### src/rtl/ctl_pkg.sv
package ctl_pkg;
  localparam int NCH     = 8;
  localparam int CODE_W  = 7;
  localparam int ADDR_W  = $clog2(NCH);
  localparam int OP_W    = 2;
  localparam int FRAME_W = OP_W + ADDR_W + CODE_W;
  localparam int STAT_W  = NCH + 1 + CODE_W;

  typedef enum logic [OP_W-1:0] {
    OP_WRITE = 2'b00,
    OP_ENABLE = 2'b01,
    OP_STATUS = 2'b10,
    OP_IDLE = 2'b11
  } op_e;
endpackage

### src/rtl/ser_frame_rx.sv
module ser_frame_rx #(
  parameter int FLEN = 12
) (
  input  logic            clk,
  input  logic            rst_n,
  input  logic            sclk,
  input  logic            sdi,
  input  logic            sld,
  output logic            shift_o,
  output logic            frame_vld_o,
  output logic [FLEN-1:0] frame_o
);
  localparam int CW = $clog2(FLEN + 2);
  localparam logic [CW-1:0] CNT_FULL = CW'(FLEN);
  localparam logic [CW-1:0] CNT_SAT  = CW'(FLEN + 1);

  logic [2:0] s1_q, s2_q, s3_q;
  logic [CW-1:0] cnt_q, cnt_d;
  logic [FLEN-1:0] sh_q, sh_d;
  logic vld_q, vld_d;
  logic sclk_rise, sld_rise;

  // two synchronizer stages plus one history stage for edge detection
  always_ff @(posedge clk or negedge rst_n) begin
    if (!rst_n) begin
      s1_q <= '0;
      s2_q <= '0;
      s3_q <= '0;
    end else begin
      s1_q <= {sld, sdi, sclk};
      s2_q <= s1_q;
      s3_q <= s2_q;
    end
  end

  assign sclk_rise = s2_q[0] & ~s3_q[0];
  assign sld_rise  = s2_q[2] & ~s3_q[2];

  always_comb begin
    cnt_d = cnt_q;
    sh_d  = sh_q;
    vld_d = 1'b0;
    if (sld_rise) begin
      cnt_d = '0;
      vld_d = (cnt_q == CNT_FULL);
    end else if (sclk_rise) begin
      sh_d = {sh_q[FLEN-2:0], s2_q[1]};
      if (cnt_q != CNT_SAT) cnt_d = cnt_q + 1'b1;
    end
  end

  always_ff @(posedge clk or negedge rst_n) begin
    if (!rst_n) begin
      cnt_q <= '0;
      sh_q  <= '0;
      vld_q <= 1'b0;
    end else begin
      cnt_q <= cnt_d;
      sh_q  <= sh_d;
      vld_q <= vld_d;
    end
  end

  assign shift_o     = sclk_rise & ~sld_rise;
  assign frame_vld_o = vld_q;
  assign frame_o     = sh_q;

  // a frame is only accepted after exactly FLEN bits
  a_r6_exact_len: assert property (@(posedge clk) disable iff (!rst_n)
    frame_vld_o |-> ($past(cnt_q) == CNT_FULL && cnt_q == '0));
  a_r6_count_sat: assert property (@(posedge clk) disable iff (!rst_n)
    cnt_q <= CNT_SAT);
endmodule

### src/rtl/code_bank.sv
module code_bank #(
  parameter int NCH    = 8,
  parameter int CODE_W = 7,
  parameter int ADDR_W = 3
) (
  input  logic                  clk,
  input  logic                  rst_n,
  input  logic                  wr_code,
  input  logic                  wr_en,
  input  logic [ADDR_W-1:0]     addr,
  input  logic [CODE_W-1:0]     data,
  input  logic                  en_bit,
  output logic                  en_o,
  output logic [NCH*CODE_W-1:0] raw_o,
  output logic [NCH*CODE_W-1:0] dac_o
);
  logic [CODE_W-1:0] code_q [NCH];
  logic [CODE_W-1:0] code_d [NCH];
  logic en_q, en_d;

  always_comb begin
    for (int i = 0; i < NCH; i++) code_d[i] = code_q[i];
    en_d = en_q;
    if (wr_code) code_d[addr] = data;
    if (wr_en) en_d = en_bit;
  end

  always_ff @(posedge clk or negedge rst_n) begin
    if (!rst_n) begin
      for (int i = 0; i < NCH; i++) code_q[i] <= '0;
      en_q <= 1'b0;
    end else begin
      for (int i = 0; i < NCH; i++) code_q[i] <= code_d[i];
      en_q <= en_d;
    end
  end

  for (genvar g = 0; g < NCH; g++) begin : g_out
    assign raw_o[g*CODE_W +: CODE_W] = code_q[g];
    assign dac_o[g*CODE_W +: CODE_W] = code_q[g] & {CODE_W{en_q}};
  end
  assign en_o = en_q;

  // the addressed entry takes the payload
  a_r2_write_lands: assert property (@(posedge clk) disable iff (!rst_n)
    wr_code |=> (code_q[$past(addr)] == $past(data)));
  // the enable follows payload bit 0
  a_r5_enable_set: assert property (@(posedge clk) disable iff (!rst_n)
    wr_en |=> (en_q == $past(en_bit)));
  // stored codes survive an enable change
  a_r4_codes_kept: assert property (@(posedge clk) disable iff (!rst_n)
    (wr_en && !wr_code) |=> (raw_o == $past(raw_o)));
endmodule

### src/rtl/status_shift.sv
module status_shift #(
  parameter int W = 16
) (
  input  logic         clk,
  input  logic         rst_n,
  input  logic         load,
  input  logic [W-1:0] word,
  input  logic         shift,
  output logic         sdo
);
  logic [W-1:0] sr_q, sr_d;

  always_comb begin
    sr_d = sr_q;
    if (load) sr_d = word;
    else if (shift) sr_d = {sr_q[W-2:0], 1'b0};
  end

  always_ff @(posedge clk or negedge rst_n) begin
    if (!rst_n) sr_q <= '0;
    else        sr_q <= sr_d;
  end

  assign sdo = sr_q[W-1];

  // capture and serial advance
  a_r7_capture: assert property (@(posedge clk) disable iff (!rst_n)
    load |=> (sr_q == $past(word)));
  a_r7_advance: assert property (@(posedge clk) disable iff (!rst_n)
    (shift && !load) |=> (sr_q == {$past(sr_q[W-2:0]), 1'b0}));
endmodule

### src/rtl/dac_chan_ctrl.sv
module dac_chan_ctrl
  import ctl_pkg::*;
#(
  parameter int N_CH  = NCH,
  parameter int CWID  = CODE_W
) (
  input  logic               clk_i,
  input  logic               rst_ni,
  input  logic               sclk_i,
  input  logic               sdi_i,
  input  logic               sload_i,
  output logic               sdo_o,
  input  logic [N_CH-1:0]    open_i,
  output logic [N_CH*CWID-1:0] dac_code_o
);
  localparam int AW = $clog2(N_CH);
  localparam int FW = OP_W + AW + CWID;
  localparam int SW = N_CH + 1 + CWID;

  logic [1:0] rst_pipe_q;
  logic rst_n;
  logic [N_CH-1:0] open_s1_q, open_s2_q;
  logic shift, frame_vld;
  logic [FW-1:0] frame;
  op_e op;
  logic [AW-1:0] addr;
  logic [CWID-1:0] payload;
  logic en;
  logic [N_CH*CWID-1:0] raw;
  logic [SW-1:0] stat_word;

  // reset: asserted asynchronously, released on the clock
  always_ff @(posedge clk_i or negedge rst_ni) begin
    if (!rst_ni) rst_pipe_q <= '0;
    else         rst_pipe_q <= {rst_pipe_q[0], 1'b1};
  end
  assign rst_n = rst_pipe_q[1];

  // open-circuit synchronizer
  always_ff @(posedge clk_i or negedge rst_n) begin
    if (!rst_n) begin
      open_s1_q <= '0;
      open_s2_q <= '0;
    end else begin
      open_s1_q <= open_i;
      open_s2_q <= open_s1_q;
    end
  end

  ser_frame_rx #(.FLEN(FW)) u_rx (
    .clk(clk_i), .rst_n(rst_n), .sclk(sclk_i), .sdi(sdi_i), .sld(sload_i),
    .shift_o(shift), .frame_vld_o(frame_vld), .frame_o(frame)
  );

  assign op      = op_e'(frame[FW-1 -: OP_W]);
  assign addr    = frame[CWID +: AW];
  assign payload = frame[CWID-1:0];

  code_bank #(.NCH(N_CH), .CODE_W(CWID), .ADDR_W(AW)) u_bank (
    .clk(clk_i), .rst_n(rst_n),
    .wr_code(frame_vld && op == OP_WRITE),
    .wr_en(frame_vld && op == OP_ENABLE),
    .addr(addr), .data(payload), .en_bit(payload[0]),
    .en_o(en), .raw_o(raw), .dac_o(dac_code_o)
  );

  assign stat_word = {open_s2_q, en, raw[addr*CWID +: CWID]};

  status_shift #(.W(SW)) u_stat (
    .clk(clk_i), .rst_n(rst_n),
    .load(frame_vld && op == OP_STATUS), .word(stat_word),
    .shift(shift), .sdo(sdo_o)
  );

  // outputs are dark while the enable is off
  a_r4_gated: assert property (@(posedge clk_i) disable iff (!rst_n)
    !en |-> (dac_code_o == '0));
  // an idle frame leaves the bank alone
  a_r9_idle: assert property (@(posedge clk_i) disable iff (!rst_n)
    (frame_vld && op == OP_IDLE) |=> ($stable(raw) && $stable(en)));
endmodule

### config.mk
export PLATFORM = sky130hd
export DESIGN_NAME = dac_chan_ctrl
export DESIGN_NICKNAME = d
export VERILOG_FILES = /design/src/rtl/ctl_pkg.sv /design/src/rtl/ser_frame_rx.sv /design/src/rtl/code_bank.sv /design/src/rtl/status_shift.sv /design/src/rtl/dac_chan_ctrl.sv
export SDC_FILE = /design/constraint.sdc
export NUM_CORES = 1
export LEC_CHECK = 0
export BUFFER_PORTS_ARGS = -buffer_cell sky130_fd_sc_hd__buf_2
export CORE_MARGIN = 2
export CORE_UTILIZATION = 62
export DETAILED_ROUTE_END_ITERATION = 12
export HOLD_SLACK_MARGIN = 0.06
export PLACE_DENSITY = 0.92
export SLEW_MARGIN = 20
export SYNTH_ARGS = -nofsm -noshare
export SYNTH_HDL_FRONTEND = slang
export SYNTH_SLANG_ARGS = --single-unit
### constraint.sdc
create_clock -name clk_i -period 10.75 [get_ports clk_i]
set_input_delay 2.15 -clock clk_i [delete_from_list [all_inputs] [get_ports clk_i]]
set_output_delay 2.15 -clock clk_i [all_outputs]
set_load 0.005 [all_outputs]
# == Yosys cells after proc, flatten, opt, wreduce, memory -nomap -nowiden ==
# Cells that the tools add are included.
# totals
regBits,117
inputBits,13
out_inout_bits,57
word_cells,62
# op_classes
n_addsub,1
n_mul,1
magnitude_cmp,2
n_eq_ne,4
n_shift,1
mux,9
n_bitwise,15
n_reduce_logical,10
# op_table
operator,n
$and 7x7->7,8
$bwmux 56,1
$shiftx 56x7->7,1
$mux 16,2
$demux 7 s3,1
$mux 4,3
$mux 7,1
$mul 3x3->6 const B,1
$reduce_bool 2->1,3
$add 4x1->4 const B,1
$eq 4x4->1 const B,1
$ge 4x4->1 const B,1
$logic_and 1x1->1,4
$lt 4x1->1 const B,1
$ne 4x4->1 const B,1
$not 3->4,1
$reduce_and 2->1,2
$and 1x1->1,3
$not 1->1,3
$eq 2x1->1 const B,1
$eq 2x2->1 const B,1
$logic_not 2->1,1
$mux 1,1

# == Depth between registers and ports, before layout ==
# Gate-level depths: netlist of the first run.
# logic_depth
ltp_word,6
depth_mapped,6
mapped_depth_nobuf,6

# == By module ==
# From an unflattened synthesis of the first run, not the netlist that was laid out.
# hier_totals
cells_unflattened,371
hier_area_um2,5283.8
# by_module_without_submodules
mod,instances,cells_each,area_each_um2,seq_area_each_um2
code_bank,1,191,2571.2,1426.4
ser_frame_rx,1,64,1006.0,625.6
dac_chan_ctrl,1,47,964.7,450.4
status_shift,1,69,742.0,400.4

# == Worst setup path after synthesis of the first run ==
# Ideal clock, no wire load.
# synth_path
path_kind,register -> output
start,"reg u_bank.en_q, in the netlist u_bank.en_o"
end,out dac_code_o[0]
arrival_ns,0.929
required_ns,8.600
setup_slack_ns,7.671
stages_incl_launch_ff,4
path_buffers,2
cell_sequence,dfrtp_1 > clkbuf_1 > clkbuf_1 > and2_1
# synth_via
elab_chain_cells,1
# synth_lines
item,line_no,rtl
start: declaration,code_bank.sv:19,"logic en_q, en_d;"
start signal: assignment,code_bank.sv:34,en_q <= en_d;
$and 7x7->7,code_bank.sv:40,assign dac_o[g*CODE_W +: CODE_W] = code_q[g] & {CODE_W{en_q}};
end: declaration,dac_chan_ctrl.sv:14,output logic [N_CH*CWID-1:0] dac_code_o
# Every way passes these cells.

# == Final worst setup path of the first run ==
# layout_path
start,"reg u_bank.en_q, in the netlist u_bank.en_o"
end,out dac_code_o[34]
# The elaborated chain is that of the path after synthesis.

==> results of run 1 <==
[cell families after synthesis]
kind of cell,Yosys count,synth area share
compound gates,36,0.0413
fa+ha+maj,3,0.00729
other cells,1,0.000728
flops,116,0.564
mux,111,0.236
xor+xnor,3,0.00510
simple gates,98,0.116
buf+inv,28,0.0304
[power breakdown]
group	leakage (nW)	switching (mW)	internal, mW
registers	1.54	0.0681	0.463
logic	1.31	0.0697	0.0632
clock network	0.271	0.202	0.314
total	3.12	0.339	0.840
[sequential cells by signal, summed over array words and instances (netlist names)]
name / flops
u_rx.frame_vld_o: 1
rst_pipe_q: 2
u_rx.frame_o: 12
open_s2_q: 8
u_rx.s3_q: 2
u_bank.raw_o: 56
open_s1_q: 8
u_stat.sr_q: 16
u_rx.s2_q: 3
u_bank.en_o: 1
u_rx.cnt_q: 4
u_rx.s1_q: 3
[metal layers]
layer,wire [µm],GRT usage,up-vias
li1,-,-,1509
met1,4750,0.367,1736
met2,5840,0.428,139
met3,624,0.0625,32
met4,252,0.106,0
met5,0,0,-
[critical path, delay by kind of cell, from the launching register on]
kind                   cells  cell delay [ns]
buffers and inverters      1             0.12
DFF                        1             0.82
and+or+nand+nor            1             0.26
[cells in the mapped netlist (5+ instances only)]
| master | n | area, µm² |
|---|---|---|
| a21oi_1 | 22 | 110 |
| a22oi_1 | 12 | 90.1 |
| and2_1 | 57 | 357 |
| buf_1 | 6 | 22.5 |
| buf_2 | 5 | 25.0 |
| clkbuf_1 | 9 | 33.8 |
| dfrtp_1 | 116 | 2900 |
| mux2_2 | 65 | 732 |
| mux2i_1 | 41 | 410 |
| nand2_2 | 8 | 50.1 |
| nor2_1 | 13 | 48.8 |
[area by class of cell]
class / count / share of cell area
inverters: 2 / 0.00124
repair buffers: 73 / 0.0624
well taps: 105 / 0.0216
multi-input cells: 252 / 0.344
flip-flops and latches: 116 / 0.478
clock inverters: 14 / 0.0214
clock buffers: 18 / 0.0704
[stage by stage]
step,cell area [µm²],setup WS [ns],util,hold WS (ns)
3_5_place_dp,5510,6.99,0.677,0.335
6_report,6080,6.88,0.747,0.344
2_1_floorplan,5150,7.28,-,0.331
4_1_cts,6060,6.41,0.746,0.345
5_1_grt,6080,6.73,0.747,0.351
3_3_place_gp,5510,7.10,0.677,0.332
[final timing paths]
check,startpoint,end,slack (ns),depth (start not counted)
worst min register to register,open_s1_q[5],open_s2_q[5],0.34,0
worst max-delay path,u_bank.en_o,dac_code_o[34],6.88,2
worst max register to register,u_rx.frame_o[7],u_bank.raw_o[24],8.48,4
max in group asynchronous,rst_pipe_q[1],u_bank.en_o,9.10,1
worst min-delay path,open_s1_q[5],open_s2_q[5],0.34,0
min in group asynchronous,rst_pipe_q[1],u_rx.cnt_q[2],0.35,0
==> metrics.cfg, run 1 <==
[place]
port_buffers=69
place_hpwl_um=6980
dp.cells=547
gp_congestion=0.891

[layout]
layout.nets=478
layoutNonFillerInstCount=580
multiInputGateArea_um2=2090
drive_gt1_frac=0.385
fillers=470
layout_commonest_cell=dfrtp_1
seq_area_um2=2910
syn2layout_area_growth_pct=18.0
antenna_cells=0
final_cell_mix=dfrtp_1 (114), buf_2 (69), mux2_2 (65)

[global_routing]
grt_max_degree=65
grt_pass1_vias=3363
grt_overflow=0
grt_pass1_wl_um=17900
grt_usage=0.271
grt_antenna_before_repair=0

[timing]
timing.slew.headroom=0.480
fin_setup_tns_ns=0
min_period_ns=3.87
post-route-period-util=0.360
clock_skew_ns=0.00816
finalHoldViolCount=0
setup_viol=0
final_max_slew_viol_count=0
clock.fmax_mhz=258
rsz0062_at_grt=false
worst_pin_slew_ns=0.780

[synthesis]
synth_ff_type=dfrtp_1
async_reset_ff_frac=1.00
netlist_area_um2=5150
ys_types=32
synth_edf_count=0
seq_area_frac_synth=0.564
ys_seq_elements=116
postSynthCellCount=396
syn_nets=412
yosysWarningCount=0
avgSynthCellArea_um2=13.0

[clock_network]
htree_levels=4
cts_setup_buffers=0
clkTransAtPathRegs_ns=0.06
cts.sinks=116
cts_tree=done
cts_buffers=17
cts_root_buf=clkbuf_8
ctsHoldBuffers=0
cts_resized=0
cts_buffer_depth=2
clk_latency_ns=0.51

[worst_setup_path]
path_class=flip-flop to output port
slowest_stage=dfrtp_2
slowest_delay_ns=0.82
cp_data_required_time_ns=8.60
path_cells=and2_1 > buf_2
worstSetupStartpointType=flip-flop
crit_path_end_kind=output port
worst_ep_arrival_time_ns=1.72
path_max_fanout=58

[power_and_ir_drop]
finalPower_mw=1.18
power_density_nw_per_um2=194
irDropWorstVdd_v=0.000118
p_leak_nw=3.12

[floorplan]
die_area_um2=9050
start_util=0.633
ioPinCount=70
die_w_um=95.1
core_area_um2=8130
std_cell_rows=33
die_h_um=95.1

[min_path]
min_path_type=flip-flop to flip-flop

[status]
status=completed

[routing]
drtIter0Drc=254
first_pass_iters=5
post_drt_wl_per_cell_um=19.8
via_count=3416
wl_um=11500
antenna_left=0
avgViaCountPerCell=5.89
drc=0

[run]
drv_cap=0

No activity file was read; power rests on OpenSTA's default activity.
==> run 2: changes to the inputs <==
--- a/config.mk
+++ b/config.mk
@@ -7,10 +7,10 @@
 export LEC_CHECK = 0
 export BUFFER_PORTS_ARGS = -buffer_cell sky130_fd_sc_hd__buf_2
 export CORE_MARGIN = 2
-export CORE_UTILIZATION = 62
+export CORE_UTILIZATION = 52
 export DETAILED_ROUTE_END_ITERATION = 12
 export HOLD_SLACK_MARGIN = 0.06
-export PLACE_DENSITY = 0.92
+export PLACE_DENSITY = 0.83
 export SLEW_MARGIN = 20
 export SYNTH_ARGS = -nofsm -noshare
 export SYNTH_HDL_FRONTEND = slang
==> constraint.sdc (replaced) <==
create_clock -name clk_i -period 3.1 [get_ports clk_i]
set_input_delay 0.62 -clock clk_i [delete_from_list [all_inputs] [get_ports clk_i]]
set_output_delay 0.62 -clock clk_i [all_outputs]
set_load 0.005 [all_outputs]
==> metrics.cfg, run 2 (synthesis gave the netlist of run 1 again) <==
[timing]
rsz0062_at_grt=false
min_period_ns=2.43
worst_pin_slew_ns=0.791
hold_ws_ns=0.210
fin_setup_tns_ns=0
finalHoldViolCount=0
setup_viol=0
post-route-period-util=0.783
timing.slew.headroom=0.472
clock_skew_ns=0.00546
clock.fmax_mhz=412
final_max_slew_viol_count=0

[clock_network]
cts.sinks=116
cts_buffers=17
htree_levels=4
clk_latency_ns=0.51
cts_resized=0
cts_tree=done
cts_root_buf=clkbuf_8
cts_buffer_depth=2
cts_setup_buffers=0
clkTransAtPathRegs_ns=0.05

[layout]
final_cell_mix=dfrtp_1 (115), buf_2 (69), mux2_2 (65)
layout_commonest_cell=dfrtp_1
fin_area_um2=6200
antenna_cells=0
drive_gt1_frac=0.378
syn2layout_area_growth_pct=20.4
layout.nets=482
largest_register_ff_count=56

[power_and_ir_drop]
p_seq_frac=0.424
power_density_nw_per_um2=701
p_sw_mw=1.15
irDropWorstVdd_v=0.000330
power.share.clock=0.464
combPwrFrac=0.112
p_leak_nw=3.16
netSwitchingFraction=0.264
internal-power_mw=3.20

[routing]
post_drt_wl_per_cell_um=18.7
avgViaCountPerCell=5.56
drtIter0Drc=235
via_count=3404
wl_um=11400
antenna_left=0
drc=0
first_pass_iters=4

[global_routing]
grt_max_degree=61
grt_usage=0.220
grt_overflow=0
grt_pass1_vias=3420
grt_antenna_before_repair=0
grt_pass1_wl_um=18300

[min_path]
min_path_type=input port to flip-flop
hp-start=sdi_i

[worst_setup_path]
crit_path_end_kind=output port
r2r-start=u_rx.frame_o[7]
cp_data_required_time_ns=2.48
path_max_fanout=40
path_class=flip-flop to output port
slowest_delay_ns=0.59
worstSetupStartpointType=flip-flop
slowest_stage=dfrtp_1
cp-startpoint=u_bank.en_o
cp.buffers_inverters=2
worst_ep_arrival_time_ns=1.81
path_cells=buf_4 > and2_1 > buf_2
crit_family=flip-flops

[floorplan]
die_area_um2=10700
die_w_um=104
die_h_um=104
core_area_um2=9680
std_cell_rows=36
start_util=0.532
ioPinCount=70

[place]
port_buffers=69
place_area_um2=5570
place_hpwl_um=7090
gp_congestion=0.870

[run]
drv_cap=0

[status]
status=completed

==> run 2: cell types whose count changed in the layout (fill, tap and decap cells not counted) <==
cell           change
inv_6              -2
clkinv_4           -6
clkinvlp_4         +1
clkbuf_1           +4
buf_6              -1
clkinv_2           -2
bufinv_16          +3
dfrtp_1            +1
dfrtp_2            -1
buf_4              +4
clkbuf_8           +2
dlygate4sd3_1      +1
==> run 2: worst paths after layout <==
| check | endpoint | slack [ns] | cells after the start |
|---|---|---|---|
| hold / removal | u_rx.s1_q[1] | 0.21 | 1 |
| min in group asynchronous | open_s2_q[5] | 0.40 | 0 |
| setup / recovery | dac_code_o[12] | 0.67 | 3 |
| max in group asynchronous | u_bank.raw_o[34] | 1.79 | 1 |
| setup reg to reg | u_stat.sr_q[0] | 0.97 | 4 |
| hold reg to reg | open_s2_q[1] | 0.35 | 0 |
==> run 2: metrics by stage <==
stage,cells,setup WS [ns],util,power (mW)
finish,612,0.672,0.640,4.35
floorplan,396,1.16,-,2.20
global placement,579,1.13,0.575,2.29
CTS,612,0.637,0.640,4.36
global route,612,0.509,0.640,4.50
detailed placement,579,1.09,0.575,2.32
==> run 2: routing by layer <==
| layer | vias up | track usage | wire length, µm | part of all wire |
|---|---|---|---|---|
| met5 | - | 0 | 0 | 0 |
| met4 | 0 | 0.0840 | 271 | 0.024 |
| met3 | 27 | 0.0629 | 726 | 0.064 |
| met2 | 140 | 0.344 | 5640 | 0.49 |
| met1 | 1727 | 0.294 | 4780 | 0.42 |
| li1 | 1510 | - | - | - |
==> run 2: timing repair <==
item | 4_1_cts | 5_1_grt
hold endpoints to repair | 2 | 0
hold buffers | 1 | 0
setup endpoints to repair | 0 | 0
==> run 2: power groups by stage <==
stage | logic [mW] | registers (mW) | clock network, mW
2_1_floorplan | 0.491 | 1.71 | 0
5_1_grt | 0.517 | 1.87 | 2.11
4_1_cts | 0.480 | 1.84 | 2.04
6_report | 0.485 | 1.84 | 2.02
3_3_place_gp | 0.440 | 1.85 | 0
3_5_place_dp | 0.459 | 1.86 | 0
==> run 2: area by class of cell <==
cell class	count	area (µm²)
clock inverters	8	148
fillers	677	3480
multi-input cells	252	2090
well taps	133	166
repair buffers	77	408
inverters	2	7.51
flip-flops and latches	116	2910
clock buffers	24	470
==> run 3: changes to the inputs <==
==> constraint.sdc (replaced) <==
create_clock -name clk_i -period 2.1 [get_ports clk_i]
set_input_delay 0.42 -clock clk_i [delete_from_list [all_inputs] [get_ports clk_i]]
set_output_delay 0.42 -clock clk_i [all_outputs]
set_load 0.005 [all_outputs]
==> metrics.cfg, run 3 (synthesis gave the netlist of run 1 again) <==
[floorplan]
core_area_um2=9680
die_area_um2=10700
die_w_um=104
ioPinCount=70
die_h_um=104
std_cell_rows=36
start_util=0.532

[layout]
antenna_cells=0
drive_gt1_frac=0.371
syn2layout_area_growth_pct=22.2
layout_commonest_cell=dfrtp_1
final_cell_mix=dfrtp_1 (115), buf_2 (69), mux2_2 (65)
largest_register_ff_count=56
layout.nets=496
fillers=704

[timing]
finalHoldViolCount=0
fin_setup_tns_ns=0
rsz0062_at_grt=false
timing.slew.headroom=0.613
clock.fmax_mhz=514
final_max_slew_viol_count=0
clock_skew_ns=0.0126
fin_ws_ns=0.156
worst_pin_slew_ns=0.580
setup_viol=0
min_period_ns=1.94
post-route-period-util=0.926

[clock_network]
cts_buffer_depth=2
clk_latency_ns=0.51
clkTransAtPathRegs_ns=0.05
cts_root_buf=clkbuf_8
cts_setup_buffers=0
cts_tree=done
htree_levels=4
cts.sinks=116
cts_buffers=17

[power_and_ir_drop]
irDropWorstVdd_v=0.000562
p_leak_nw=3.21
power_density_nw_per_um2=978

[worst_setup_path]
path_cells=buf_4 > and2_1 > buf_2
slowest_stage=buf_4
crit_path_end_kind=output port
cp.buffers_inverters=2
r2r_slack_ns=0.37
crit_family=buffers and inverters
worst_ep_arrival_time_ns=1.52
worstSetupStartpointType=flip-flop
path_max_fanout=57
path_class=flip-flop to output port
slowest_delay_ns=0.37
cp_data_required_time_ns=1.68

[global_routing]
grt_max_degree=58
grt_antenna_before_repair=0
grt_pass1_wl_um=18000
grt_overflow=0
grt_pass1_vias=3458
grt_usage=0.216

[routing]
avgViaCountPerCell=5.34
antenna_left=0
via_count=3326
drc=0
post_drt_wl_per_cell_um=17.6
wl_um=11000
first_pass_iters=4
drtIter0Drc=227

[min_path]
min_path_type=flip-flop to async pin

[status]
status=completed

[run]
drv_cap=0

[place]
gp_congestion=0.890
place_hpwl_um=7090
port_buffers=69
dpl_worst_slack_ns=0.398

## run 3: cell count changes in the layout (fill, tap and decap cells not counted)
cell and delta:
dlygate4sd3_1 +11, clkinvlp_4 -3, buf_12 +2, bufinv_16 -2, clkinv_2 +2, buf_4 +1, clkbuf_1 -1, clkbuf_8 +1
## run 3: through the flow
stage / hold slack (ns) / instance area [µm²] / total power, mW / utilization / instances
floorplan: 0.124 / 5150 / 3.24 / - / 396
global placement: 0.209 / 5620 / 3.42 / 0.580 / 582
detailed placement: 0.211 / 5620 / 3.46 / 0.580 / 582
CTS: 0.213 / 6290 / 6.18 / 0.650 / 623
global route: 0.237 / 6290 / 6.38 / 0.650 / 623
finish: 0.218 / 6290 / 6.15 / 0.650 / 623
## run 3: layout make-up
type | count | area [µm²] | share of cell area
sequential | 116 | 2910 | 0.462
tap | 133 | 166 | 0.0264
clock inverter | 5 | 75.1 | 0.0119
multi-input combinational | 252 | 2090 | 0.333
clock buffer | 24 | 480 | 0.0763
timing repair buffer | 91 | 566 | 0.0898
inverter | 2 | 7.51 | 0.00119
## run 3: power by group
part / switching, mW / internal (mW) / leakage (nW)
clock: 0.903 / 1.78 / 0.277
combinational: 0.390 / 0.383 / 1.40
sequential: 0.322 / 2.37 / 1.54
total: 1.62 / 4.54 / 3.21
## run 3: what timing repair did
item | 4_1_cts | 5_1_grt
hold endpoints to repair | 13 | 0
resized for setup | 0 | 0
hold buffers | 12 | 0
## run 3: final timing paths
path                                  from               end  cells after the start
hold / removal               rst_pipe_q[1]   u_stat.sr_q[10]                      0
min in group clk_i            u_rx.s1_q[0]      u_rx.s2_q[0]                      0
max in group asynchronous    rst_pipe_q[1]  u_bank.raw_o[46]                      1
hold reg to reg              rst_pipe_q[1]   u_stat.sr_q[10]                      0
setup reg to reg           u_rx.frame_o[7]    u_stat.sr_q[0]                      4
setup / recovery               u_bank.en_o    dac_code_o[35]                      3
## run 3: layer usage
metal,GRT usage,vias up,part of all wire
li1,-,1536,-
met1,0.298,1663,0.45
met2,0.329,110,0.47
met3,0.0472,17,0.059
met4,0.100,0,0.019
met5,0,-,0
